--- config.mk ---
export PLATFORM = sky130hd
export DESIGN_NAME = pixfmt_unit
export DESIGN_NICKNAME = d
export VERILOG_FILES = /design/src/rtl/pixfmt_pkg.sv /design/src/rtl/pixfmt_lane_pack.sv /design/src/rtl/pixfmt_byte_ops.sv /design/src/rtl/pixfmt_unit.sv
export SDC_FILE = /design/constraint.sdc
export NUM_CORES = 1
export LEC_CHECK = 0
export BUFFER_PORTS_ARGS = -buffer_cell sky130_fd_sc_hd__buf_4
export CAP_MARGIN = 10
export CELL_PAD_IN_SITES_DETAIL_PLACEMENT = 1
export CELL_PAD_IN_SITES_GLOBAL_PLACEMENT = 1
export CORE_AREA = 2 2 182 220
export DETAILED_ROUTE_END_ITERATION = 7
export DIE_AREA = 0 0 184 222
export MAX_ROUTING_LAYER = met4
export PLACE_DENSITY = 0.58
export SLEW_MARGIN = 20
export SYNTH_ARGS = -nofsm -noshare
export SYNTH_HDL_FRONTEND = slang
export SYNTH_SLANG_ARGS = --single-unit
--- constraint.sdc ---
create_clock -name clk -period 3.5 [get_ports clk]
set_input_delay 0.175 -clock clk [delete_from_list [all_inputs] [get_ports clk]]
set_output_delay 0.175 -clock clk [all_outputs]
set_load 0.1 [all_outputs]
--- src/rtl/pixfmt_pkg.sv ---
// Shared constants for the pixel formatting unit.
// Assumes the 9-bit operation code and a scale field starting at bit 3.
package pixfmt_pkg;
    typedef enum logic [8:0] {
        OP_PACK16  = 9'h03B,
        OP_PACK32  = 9'h03A,
        OP_PACKFIX = 9'h03D,
        OP_EXPAND  = 9'h04D,
        OP_MERGE   = 9'h04B
    } pixfmt_op_e;

    localparam int DATA_W     = 64;
    localparam int SCALE_LSB  = 3;
    localparam int SCALE16_W  = 4;
    localparam int SCALE32_W  = 5;
endpackage

--- src/rtl/pixfmt_lane_pack.sv ---
// One lane of a saturating pack: sign-extend, scale left, shift right, clamp.
// Assumes the internal width LANE_W + 2**SCALE_W holds every shifted value exactly.
module pixfmt_lane_pack #(
    parameter int LANE_W  = 16,
    parameter int SCALE_W = 4,
    parameter int SHR     = 7,
    parameter int OUT_W   = 8,
    parameter longint MIN_V = 0,
    parameter longint MAX_V = 255
) (
    input  logic [LANE_W-1:0]  lane_in,
    input  logic [SCALE_W-1:0] scale,
    output logic [OUT_W-1:0]   packed_out
);
    localparam int WIDE_W = LANE_W + (1 << SCALE_W);
    localparam logic signed [WIDE_W-1:0] LO_W = WIDE_W'(MIN_V);
    localparam logic signed [WIDE_W-1:0] HI_W = WIDE_W'(MAX_V);

    logic signed [WIDE_W-1:0] ext_v;
    logic signed [WIDE_W-1:0] shl_v;
    logic signed [WIDE_W-1:0] shr_v;

    // Scale the lane and clamp it into the output range.
    always_comb begin
        ext_v = {{(WIDE_W-LANE_W){lane_in[LANE_W-1]}}, lane_in};
        shl_v = ext_v <<< scale;
        shr_v = shl_v >>> SHR;
        if (shr_v < LO_W)
            packed_out = LO_W[OUT_W-1:0];
        else if (shr_v > HI_W)
            packed_out = HI_W[OUT_W-1:0];
        else
            packed_out = shr_v[OUT_W-1:0];
    end
endmodule

--- src/rtl/pixfmt_byte_ops.sv ---
// Byte widening (expand) and byte interleave (merge) of 32-bit operands.
// Assumes sources are the low 32 bits of each operand; purely combinational.
module pixfmt_byte_ops #(
    parameter int BYTES = 4
) (
    input  logic [8*BYTES-1:0]  src_a,
    input  logic [8*BYTES-1:0]  src_b,
    output logic [16*BYTES-1:0] expand_q,
    output logic [16*BYTES-1:0] merge_q
);
    for (genvar i = 0; i < BYTES; i++) begin : g_byte
        // Widen byte i into lane i with four fraction bits.
        assign expand_q[16*i +: 16] = {4'b0000, src_b[8*i +: 8], 4'b0000};
        // Pair byte i of each source, second source low.
        assign merge_q[16*i +: 16]  = {src_a[8*i +: 8], src_b[8*i +: 8]};
    end
endmodule

--- src/rtl/pixfmt_unit.sv ---
// Pixel pack, expand and merge unit: decodes the operation, selects one
// combinational result and registers it with valid and illegal flags.
// Assumes one operation per cycle; the scale field sits at ctl_in[SCALE_LSB+:5].
module pixfmt_unit
    import pixfmt_pkg::*;
#(
    parameter int CTL_W = 32
) (
    input  logic              clk,
    input  logic              rst_n,
    input  logic              valid_in,
    input  logic [8:0]        op_code,
    input  logic [63:0]       opa,
    input  logic [63:0]       opb,
    input  logic [CTL_W-1:0]  ctl_in,
    output logic [63:0]       result,
    output logic              valid_out,
    output logic              illegal_out
);
    localparam int P16_LANES = DATA_W / 16;
    localparam int P32_LANES = DATA_W / 32;
    localparam int CTL_TOP   = SCALE_LSB + SCALE32_W;

    logic [SCALE16_W-1:0]  scale16;
    logic [SCALE32_W-1:0]  scale32;
    logic [8*P16_LANES-1:0]  p16_q;
    logic [8*P32_LANES-1:0]  p32_q;
    logic [16*P32_LANES-1:0] pfix_q;
    logic [63:0] expand_q;
    logic [63:0] merge_q;
    logic [63:0] res_c;
    logic        illegal_c;
    logic        unused_bits;

    assign scale16 = ctl_in[SCALE_LSB +: SCALE16_W];
    assign scale32 = ctl_in[SCALE_LSB +: SCALE32_W];
    assign unused_bits = ^{opa[63:56], ctl_in[SCALE_LSB-1:0], ctl_in[CTL_W-1:CTL_TOP]};

    for (genvar g = 0; g < P16_LANES; g++) begin : g_p16
        pixfmt_lane_pack #(
            .LANE_W(16), .SCALE_W(SCALE16_W), .SHR(7), .OUT_W(8),
            .MIN_V(0), .MAX_V(255)
        ) u_lane (
            .lane_in(opb[16*g +: 16]), .scale(scale16), .packed_out(p16_q[8*g +: 8])
        );
    end

    for (genvar g = 0; g < P32_LANES; g++) begin : g_p32
        pixfmt_lane_pack #(
            .LANE_W(32), .SCALE_W(SCALE32_W), .SHR(23), .OUT_W(8),
            .MIN_V(0), .MAX_V(255)
        ) u_lane (
            .lane_in(opb[32*g +: 32]), .scale(scale32), .packed_out(p32_q[8*g +: 8])
        );
        pixfmt_lane_pack #(
            .LANE_W(32), .SCALE_W(SCALE32_W), .SHR(16), .OUT_W(16),
            .MIN_V(-32768), .MAX_V(32767)
        ) u_fix (
            .lane_in(opb[32*g +: 32]), .scale(scale32), .packed_out(pfix_q[16*g +: 16])
        );
    end

    pixfmt_byte_ops #(.BYTES(4)) u_bytes (
        .src_a(opa[31:0]), .src_b(opb[31:0]),
        .expand_q(expand_q), .merge_q(merge_q)
    );

    // Select the result for the requested operation.
    always_comb begin
        illegal_c = 1'b0;
        res_c     = '0;
        case (op_code)
            OP_PACK16:  res_c = {32'h0, p16_q};
            OP_PACK32:  res_c = {opa[55:32], p32_q[15:8], opa[23:0], p32_q[7:0]};
            OP_PACKFIX: res_c = {32'h0, pfix_q};
            OP_EXPAND:  res_c = expand_q;
            OP_MERGE:   res_c = merge_q;
            default:    illegal_c = 1'b1;
        endcase
    end

    // Register outputs; result holds while no operation is issued.
    always_ff @(posedge clk) begin
        if (!rst_n) begin
            result      <= '0;
            valid_out   <= 1'b0;
            illegal_out <= 1'b0;
        end else begin
            valid_out   <= valid_in;
            illegal_out <= valid_in & illegal_c;
            if (valid_in)
                result <= res_c;
        end
    end
endmodule

==> metrics.cfg, run 1 <==
[final_layout]
mostFrequentLayoutCell=buf_4
area_growth_pct=30.66
fin_area_mm2=0.01506
antenna_cells=0
final_net_count=1794
fin_cells=2113
layout_common_cells=408 x buf_4, 120 x nand2_1, 111 x nor2_1
layout-drive-gt1-share=0.3762

[routing]
via_per_inst=6.559
first_pass_iters=6
ant_nets=0
dr_total_vias=13860
wire_per_inst_um=29.73
drt_iter0_drc=1426
route.detailed.drc=0
totalWireLength_mm=62.81

[die]
coreArea_mm2=0.03855
std_cell_rows=79
start_util=0.2990
dieHeight_um=222
die_w_um=184
ios=238
dieArea_mm2=0.04085

[timing]
setup_viol=0
rsz0062_at_grt=no
slew_viol_final=0
worstMarginPinSlew_ps=1014
max_freq_mhz=297.5
worst_slack_ps=138.2
min_period_over_period=0.9605
hold_viol_final=0
final.min_clock_period_ps=3362
skew_ps=0
slew-limit-headroom=0.3063

[yosys]
syn_area_per_cell_um2=8.531
ys_ff_latch=66
ys_warn_count=0
async_flop_share=0
yosysSeqAreaShare=0.1146
ys_types=90
synthFlopType=dfxtp_1
synthesis.nets=1523
syn-cell-area_mm2=0.01152
synthCells=1351
synth-edff-count=0

[clocking]
clock_latency_ps=350
cts_root_buf=clkbuf_16
numCtsBuffers=9
htree_levels=3
cts.clk_slew.worst_paths_ps=60
clock-sinks=66
cts_setup_buffers=0
cts_resized=0
ctsHoldBuffers=0
cts_buffer_depth=2
cts_tree=yes

[placement]
placed_cell_area_mm2=0.01469
placed_cells=2097
pre_cts_slack_ps=-113.0
hpwlAfterDp_mm=49.44
place_congestion=0.9544
port-buffer-count=202

[critical_path]
slowest_stage=a221oi_1
cp_cell_sequence=clkbuf_8 > buf_12 > buf_4 > mux2_2 > a221oi_1 > mux2i_1 > mux2_2 > a2111oi_1 > buf_4 > nand2_1 > o21ai_0 > buf_4 > o21ai_0
max_stage_delay_ps=580
critPathRequiredTime_ps=3720
critPathKind=primary input to flip-flop
worstPathArrival_ps=3580
critPathMaxFanout=15
end_kind=flip-flop
cpMostUsedCell=buf_4
start_kind=primary input

[power_and_ir_drop]
vdd_drop_max_uv=261.1
power.leakage_nw=6.028
finalPower_mw=4.088
p_per_area_mw_per_mm2=271.5

[hold_path]
min_path_type=primary input to flip-flop

[run]
max-cap-violations=0

[outcome]
status=finished clean

[grt]
grtUsageTotal=0.3120
grt_overflow_total=0
grt_max_degree=58
antenna_found_initial=0
grt_pass1_wl_mm=93.95
grt_pass1_vias=14080

-- path summary, 6_finish.rpt --
kind	start	end	slack [ps]	cells after the start
min reg2reg	result[43]	result[43]	480	1
min	opa[4]	result[12]	100	3
max	ctl_in[3]	result[21]	140	13
max reg2reg	result[4]	result[4]	2090	5
-- routing by layer --
layer  track usage  vias to the layer above  wire length [µm]
li1              -                     5992                 -
met1        0.4046                     7010             26230
met2        0.4993                      744             29790
met3       0.04106                      114              4542
met4        0.1063                        0              2252
met5             -                        -                 0
-- critical path, delay by kind of cell --
family,cells,cell delay (ps)
mux,3,880
compound gates,4,1430
simple gates,1,100
buf+inv,5,990
-- layout make-up --
type | count | area (µm²)
timing repair buffer | 422 | 3337
multi-input combinational | 1106 | 9361
tap | 486 | 608.1
inverter | 17 | 63.81
clock inverter | 7 | 141.4
sequential | 66 | 1321
fill | 4561 | 23490
clock buffer | 9 | 225.2
-- cells by family (layout without fill, tap and decap cells) --
kind of cell           after synthesis  in the layout  synth area share
AOI/OAI and AO/OA                  449            449            0.2900
and+or+nand+nor                    409            409            0.1749
buffers and inverters              179            455           0.07469
DFF                                 66             66            0.1146
muxes                              248            248            0.3458
-- power by group --
group	internal, mW	switching (mW)	total (mW)
Clock	0.768	0.377	1.14
Sequential	0.772	0.0119	0.784
Combinational	0.893	1.27	2.16
Total	2.43	1.65	4.09
-- synth_stat cells, drive strengths merged (15+ instances only) --
cell	n	share of area
nand2	120	0.039
mux4	114	0.22
nor2	111	0.036
mux2i	97	0.084
buf	83	0.043
clkbuf	79	0.026
a21oi	75	0.033
dfxtp	66	0.11
o21ai	66	0.029
mux2	37	0.037
nor3	34	0.015
a222oi	29	0.025
a22oi	28	0.018
a221oi	26	0.020
o211ai	21	0.014
o22ai	21	0.011
nor2b	20	0.011
a2111oi	17	0.014
inv	16	0.0052
nor3b	16	0.010
and2	15	0.0081
nand3	15	0.0065
-- sequential cells by signal, indices dropped and copies added (netlist names) --
signal and cells:
valid_out 1, result 64, illegal_out 1
-- through the flow --
stage	util	setup TNS (ps)	hold WS (ps)
final	0.3906	0	104.2
after global placement	0.3811	-1705	445.6
after floorplan	-	0	350.4
after CTS	0.3906	0	93.88
after global routing	0.3906	0	124.9
after detailed placement	0.3811	-915.0	457.1
(Power assumes the default switching activity.)
==> run 2: changes to the inputs <==
REMOVE_ABC_BUFFERS = 1   (was not set)
==> run 2 against run 1 <==
Worst hold slack got worse by 18 ps. Final area decreased by 1.7%. Clock power decreased by 6%. Core utilization decreased by 0.68 points. Total power decreased by 3.8%. Cell count decreased by 1.2%. Non-clock buffer count decreased by 27. Clock skew unchanged. Register-to-register slack improved by 100 ps.
==> metrics.cfg, run 2 (same netlist as run 1, synthesis figures left out) <==
[critical_path]
critPathKind=primary input to flip-flop
critPathRequiredTime_ps=3730
start_kind=primary input
critPathMaxFanout=25
worstPathArrival_ps=3510
end_kind=flip-flop

[final_layout]
layout-drive-gt1-share=0.3669
seq_area_mm2=0.001321
largest_reg_flops=64
layout_common_cells=383 x buf_4, 120 x nand2_1, 111 x nor2_1
mostFrequentLayoutCell=buf_4
area_growth_pct=28.39
final_net_count=1767
fillCellCount=4580
multi_input_area_mm2=0.009373
fin_cells=2087
reg.largest.list=result x64, illegal_out x1, valid_out x1
top_register=result

[routing]
route.detailed.drc=0
via_per_inst=6.506
wire_per_inst_um=29.86
ant_nets=0
drt_iter0_drc=1194
totalWireLength_mm=62.32
dr_total_vias=13580
first_pass_iters=8

[outcome]
status=finished clean

[power_and_ir_drop]
comb_power_share=0.530
p_sw_mw=1.672
vdd_drop_max_uv=237.8
p_seq_frac=0.199
finalPower_mw=3.933
clkPwrFrac=0.271
p_int_mw=2.261
p_per_area_mw_per_mm2=265.8
swShare=0.4251
power.leakage_nw=5.872

[die]
coreArea_mm2=0.03855
start_util=0.2990
ios=238
dieHeight_um=222
die_w_um=184
std_cell_rows=79
dieArea_mm2=0.04085

[grt]
grt_overflow_total=0
grt_max_degree=58
grt_pass1_vias=14080
grt_pass1_wl_mm=92.28
antenna_found_initial=1
grtUsageTotal=0.3082

[run]
max-cap-violations=0

[timing]
hold_viol_final=0
min_period_over_period=0.9367
fin_setup_tns_ps=0
max_freq_mhz=305.0
slew-limit-headroom=0.3727
worst_slack_ps=221.5
final.min_clock_period_ps=3279
worstMarginPinSlew_ps=936.7
setup_viol=0
whs_ps=86.39
rsz0062_at_grt=no
slew_viol_final=0
skew_ps=0

[clocking]
numCtsBuffers=9
htree_levels=3
cts_tree=yes
ctsHoldBuffers=0
cts_buffer_depth=2
cts_root_buf=clkbuf_16
cts.clk_slew.worst_paths_ps=60
clock-sinks=66
clock_latency_ps=360

[placement]
pre_cts_slack_ps=-175.4
hpwlAfterDp_mm=48.61
port-buffer-count=202
placed_cells=2070
place_congestion=0.9794

[hold_path]
min_path_type=primary input to flip-flop

## run 2: cell type report
cell class                 count  share of cell area
antenna                        1           0.0001691
clock buffer                   9             0.01522
clock inverter                 7            0.006934
timing repair buffer         395              0.2095
tap                          486             0.04110
sequential                    66             0.08929
inverter                      17            0.004313
multi-input combinational   1106              0.6334
## run 2: critical path: stages
cell	delay, ps
clkbuf_8	280
buf_4	280
buf_12	180
mux4_2	590
mux2_2	350
o221ai_1	220
o211ai_1	130
a2111oi_1	440
buf_4	200
a21oi_1	130
nor3_1	390
o21ai_1	120
## run 2: metrics by stage
stage,instance area (µm²),util
floorplan,10730,-
global placement,14460,0.3750
detailed placement,14460,0.3750
CTS,14780,0.3835
global route,14800,0.3838
finish,14800,0.3838
## run 2: power groups by stage
stage                     clock network [mW]  logic, mW  registers (mW)
final                                   1.07       2.08           0.782
after global routing                    1.11       2.20           0.784
after CTS                               1.07       2.06           0.782
after detailed placement                   0       2.05           0.799
after global placement                     0       2.04           0.798
after floorplan                            0      0.875           0.945
## run 2: final timing paths
check	start	to	slack, ps	depth (start not counted)
min reg2reg	result[11]	result[11]	490	2
min	opa[4]	result[12]	90	3
max	ctl_in[3]	result[24]	220	12
max reg2reg	result[6]	result[6]	2190	6
## run 2: routing by layer
| metal | GRT usage | vias to the layer above | wire (µm) |
|---|---|---|---|
| li1 | - | 5941 | - |
| met1 | 0.3536 | 6918 | 24210 |
| met2 | 0.5322 | 555 | 31520 |
| met3 | 0.03154 | 164 | 2977 |
| met4 | 0.1530 | 0 | 3615 |
| met5 | - | - | 0 |
## run 2: repair_timing
action / in CTS / in global routing
resized for setup: 0 / 2
hold endpoints to repair: 0 / 0
setup endpoints to repair: 0 / 3
setup buffers: 0 / 0
==> run 3: changes to the inputs <==
CORE_AREA = 2 2 248 299   (was 2 2 182 220)
DIE_AREA = 0 0 250 301   (was 0 0 184 222)
MAX_ROUTING_LAYER = not set   (was met4)
PLACE_DENSITY = 0.55   (was 0.58)
SYNTH_HIERARCHICAL = 1   (was not set)
==> run 3 against run 2 <==
Fmax fell by 1.7%. Cell count up 93%. Register-to-register slack improved by 320 ps. Setup slack lost 56 ps. Combinational power is 79% higher. Critical path type unchanged. Largest power group unchanged. Highest routed layer unchanged.
==> metrics.cfg, run 3 <==
[outcome]
status=finished clean

[final_layout]
layout-drive-gt1-share=0.3155
largest_reg_flops=64
mostFrequentLayoutCell=buf_4
area_growth_pct=20.88
top_register=result
layout_common_cells=650 x buf_4, 245 x mux2i_1, 189 x nand2_1
fin_cells=4024
final_net_count=3255
reg.largest.list=result x64, illegal_out x1, valid_out x1

[yosys]
netlist.area_leader.share=0.1279
yosysSeqAreaShare=0.06152
async_flop_share=0
syn_area_per_cell_um2=7.695
synth_top_cell_by_area=mux4_2
ys_ff_latch=66
ys_types=91
ys_warn_count=6
yosysMostFrequentCell=mux2i_1
synth_common_cells=246 x mux2i_1, 189 x nand2_1, 180 x o21ai_0, 161 x nor2_1, 148 x buf_4
synth-edff-count=0
synthFlopType=dfxtp_1
synth_area_leaders=mux4_2 13%, mux2i_1 11%, dfxtp_1 6.2%, buf_4 5.2%, and3_1 4.2%
synthCells=2791
syn-cell-area_mm2=0.02148

[clocking]
cts_setup_buffers=0
cts_root_buf=clkbuf_16
htree_levels=3
cts_buffer_depth=2
clock-sinks=66
cts.clk_slew.worst_paths_ps=70
clock_latency_ps=370
cts_tree=yes
numCtsBuffers=9

[critical_path]
end_kind=flip-flop
critPathMaxFanout=46
critPathKind=primary input to flip-flop
critPathRequiredTime_ps=3800
cpMostUsedCell=buf_4
crit_buf_inv=3
start_kind=primary input
max_stage_delay_ps=530
path_delay_family=simple AND/OR/NAND/NOR gates
cp_cell_sequence=buf_8 > buf_4 > nand2b_1 > o22ai_1 > nor3_1 > a221oi_2 > nor4_1 > nand4_1 > o31a_1 > buf_4 > a21oi_2 > a22o_1 > a22oi_1 > a31oi_1
slowest_stage=nor3_1
worstPathArrival_ps=3630

[routing]
totalWireLength_mm=110.8
top_layer=met4
wl_met2_mm=54.98
drt_iter0_drc=1632
wire_per_inst_um=27.54
via_per_inst=6.218
dr_total_vias=25020
first_pass_iters=7
route.detailed.drc=0
drt-met1-wl_mm=47.18
ant_nets=0
wl_met3_mm=4.803

[power_and_ir_drop]
vdd_drop_max_uv=240.0
p_per_area_mw_per_mm2=215.8
power.leakage_nw=10.63
finalPower_mw=5.603

[timing]
setup_viol=0
worstMarginPinSlew_ps=1052
slew_viol_final=0
slew-limit-headroom=0.2984
fin_setup_tns_ps=0
hold_viol_final=0
max_freq_mhz=299.9
min_period_over_period=0.9528
whs_ps=116.1
skew_ps=0
final.min_clock_period_ps=3335
rsz0062_at_grt=no

[die]
ios=238
start_util=0.2976
std_cell_rows=108
dieArea_mm2=0.07525
die_w_um=250
dieHeight_um=301
coreArea_mm2=0.07216

[hold_path]
min_path_type=primary input to flip-flop

[grt]
grtUsageTotal=0.2856
antenna_found_initial=1
grt_pass1_wl_mm=167.8
grt_overflow_total=0
grt_max_degree=99
grt_pass1_vias=25970

[run]
max-cap-violations=0

[placement]
placed_cells=4007
place_congestion=0.9341
hpwlAfterDp_mm=84.63
port-buffer-count=202

run 3: path summary, 6_finish.rpt:
path | start | endpoint | slack, ps | depth (start not counted)
setup / recovery | ctl_in[4] | result[24] | 170 | 14
hold / removal | opa[5] | result[13] | 120 | 3
setup reg to reg | result[58] | result[58] | 2510 | 3
hold reg to reg | result[10] | result[10] | 540 | 2
run 3: power by group:
part	internal, mW	switching [mW]
logic	1.55	2.18
clock network	0.640	0.449
registers	0.770	0.0227
total	2.96	2.65
run 3: tightest hold or removal path, cell delays in order:
cell and delay, ps:
buf_4 120, nand2_1 50, a41oi_1 100
run 3: cells by family after synthesis:
kind of cell / count (synthesis) / synth area share
DFF: 66 / 0.06152
muxes: 472 / 0.3006
and+or+nand+nor: 822 / 0.2017
AOI/OAI and AO/OA: 948 / 0.3069
buffers and inverters: 481 / 0.1287
other: 1 / 0.0001746
xor gates and xnor gates: 1 / 0.0004079
run 3: repair_timing:
| action | in CTS | in global routing |
|---|---|---|
| setup endpoints to repair | 0 | 22 |
| endpoints found under the hold margin | 0 | 0 |
| gates resized for setup | 0 | 7 |
| hold buffers | 0 | 0 |
run 3: stage by stage:
stage / utilization / instance area, µm² / setup slack, ps
6_report: 0.3598 / 25960 / 165.0
5_1_grt: 0.3597 / 25960 / 0.4969
4_1_cts: 0.3592 / 25920 / 92.31
3_5_place_dp: 0.3548 / 25600 / -293.4
3_3_place_gp: 0.3548 / 25600 / -239.5
2_1_floorplan: - / 19040 / -138.7
run 3: cell type report:
type,instances,area [µm²]
fill,8732,46200
multi-input combinational,2275,17560
timing repair buffer,676,5385
sequential,66,1321
tap,935,1170
clock buffer,10,239.0
inverter,55,206.4
clock inverter,5,78.83
antenna,2,5.005
run 3: metal layers:
layer / vias to the layer above / GRT usage
li1: 11340 / -
met1: 12680 / 0.3646
met2: 829 / 0.5095
met3: 171 / 0.01763
met4: 0 / 0.09852
met5: - / 0
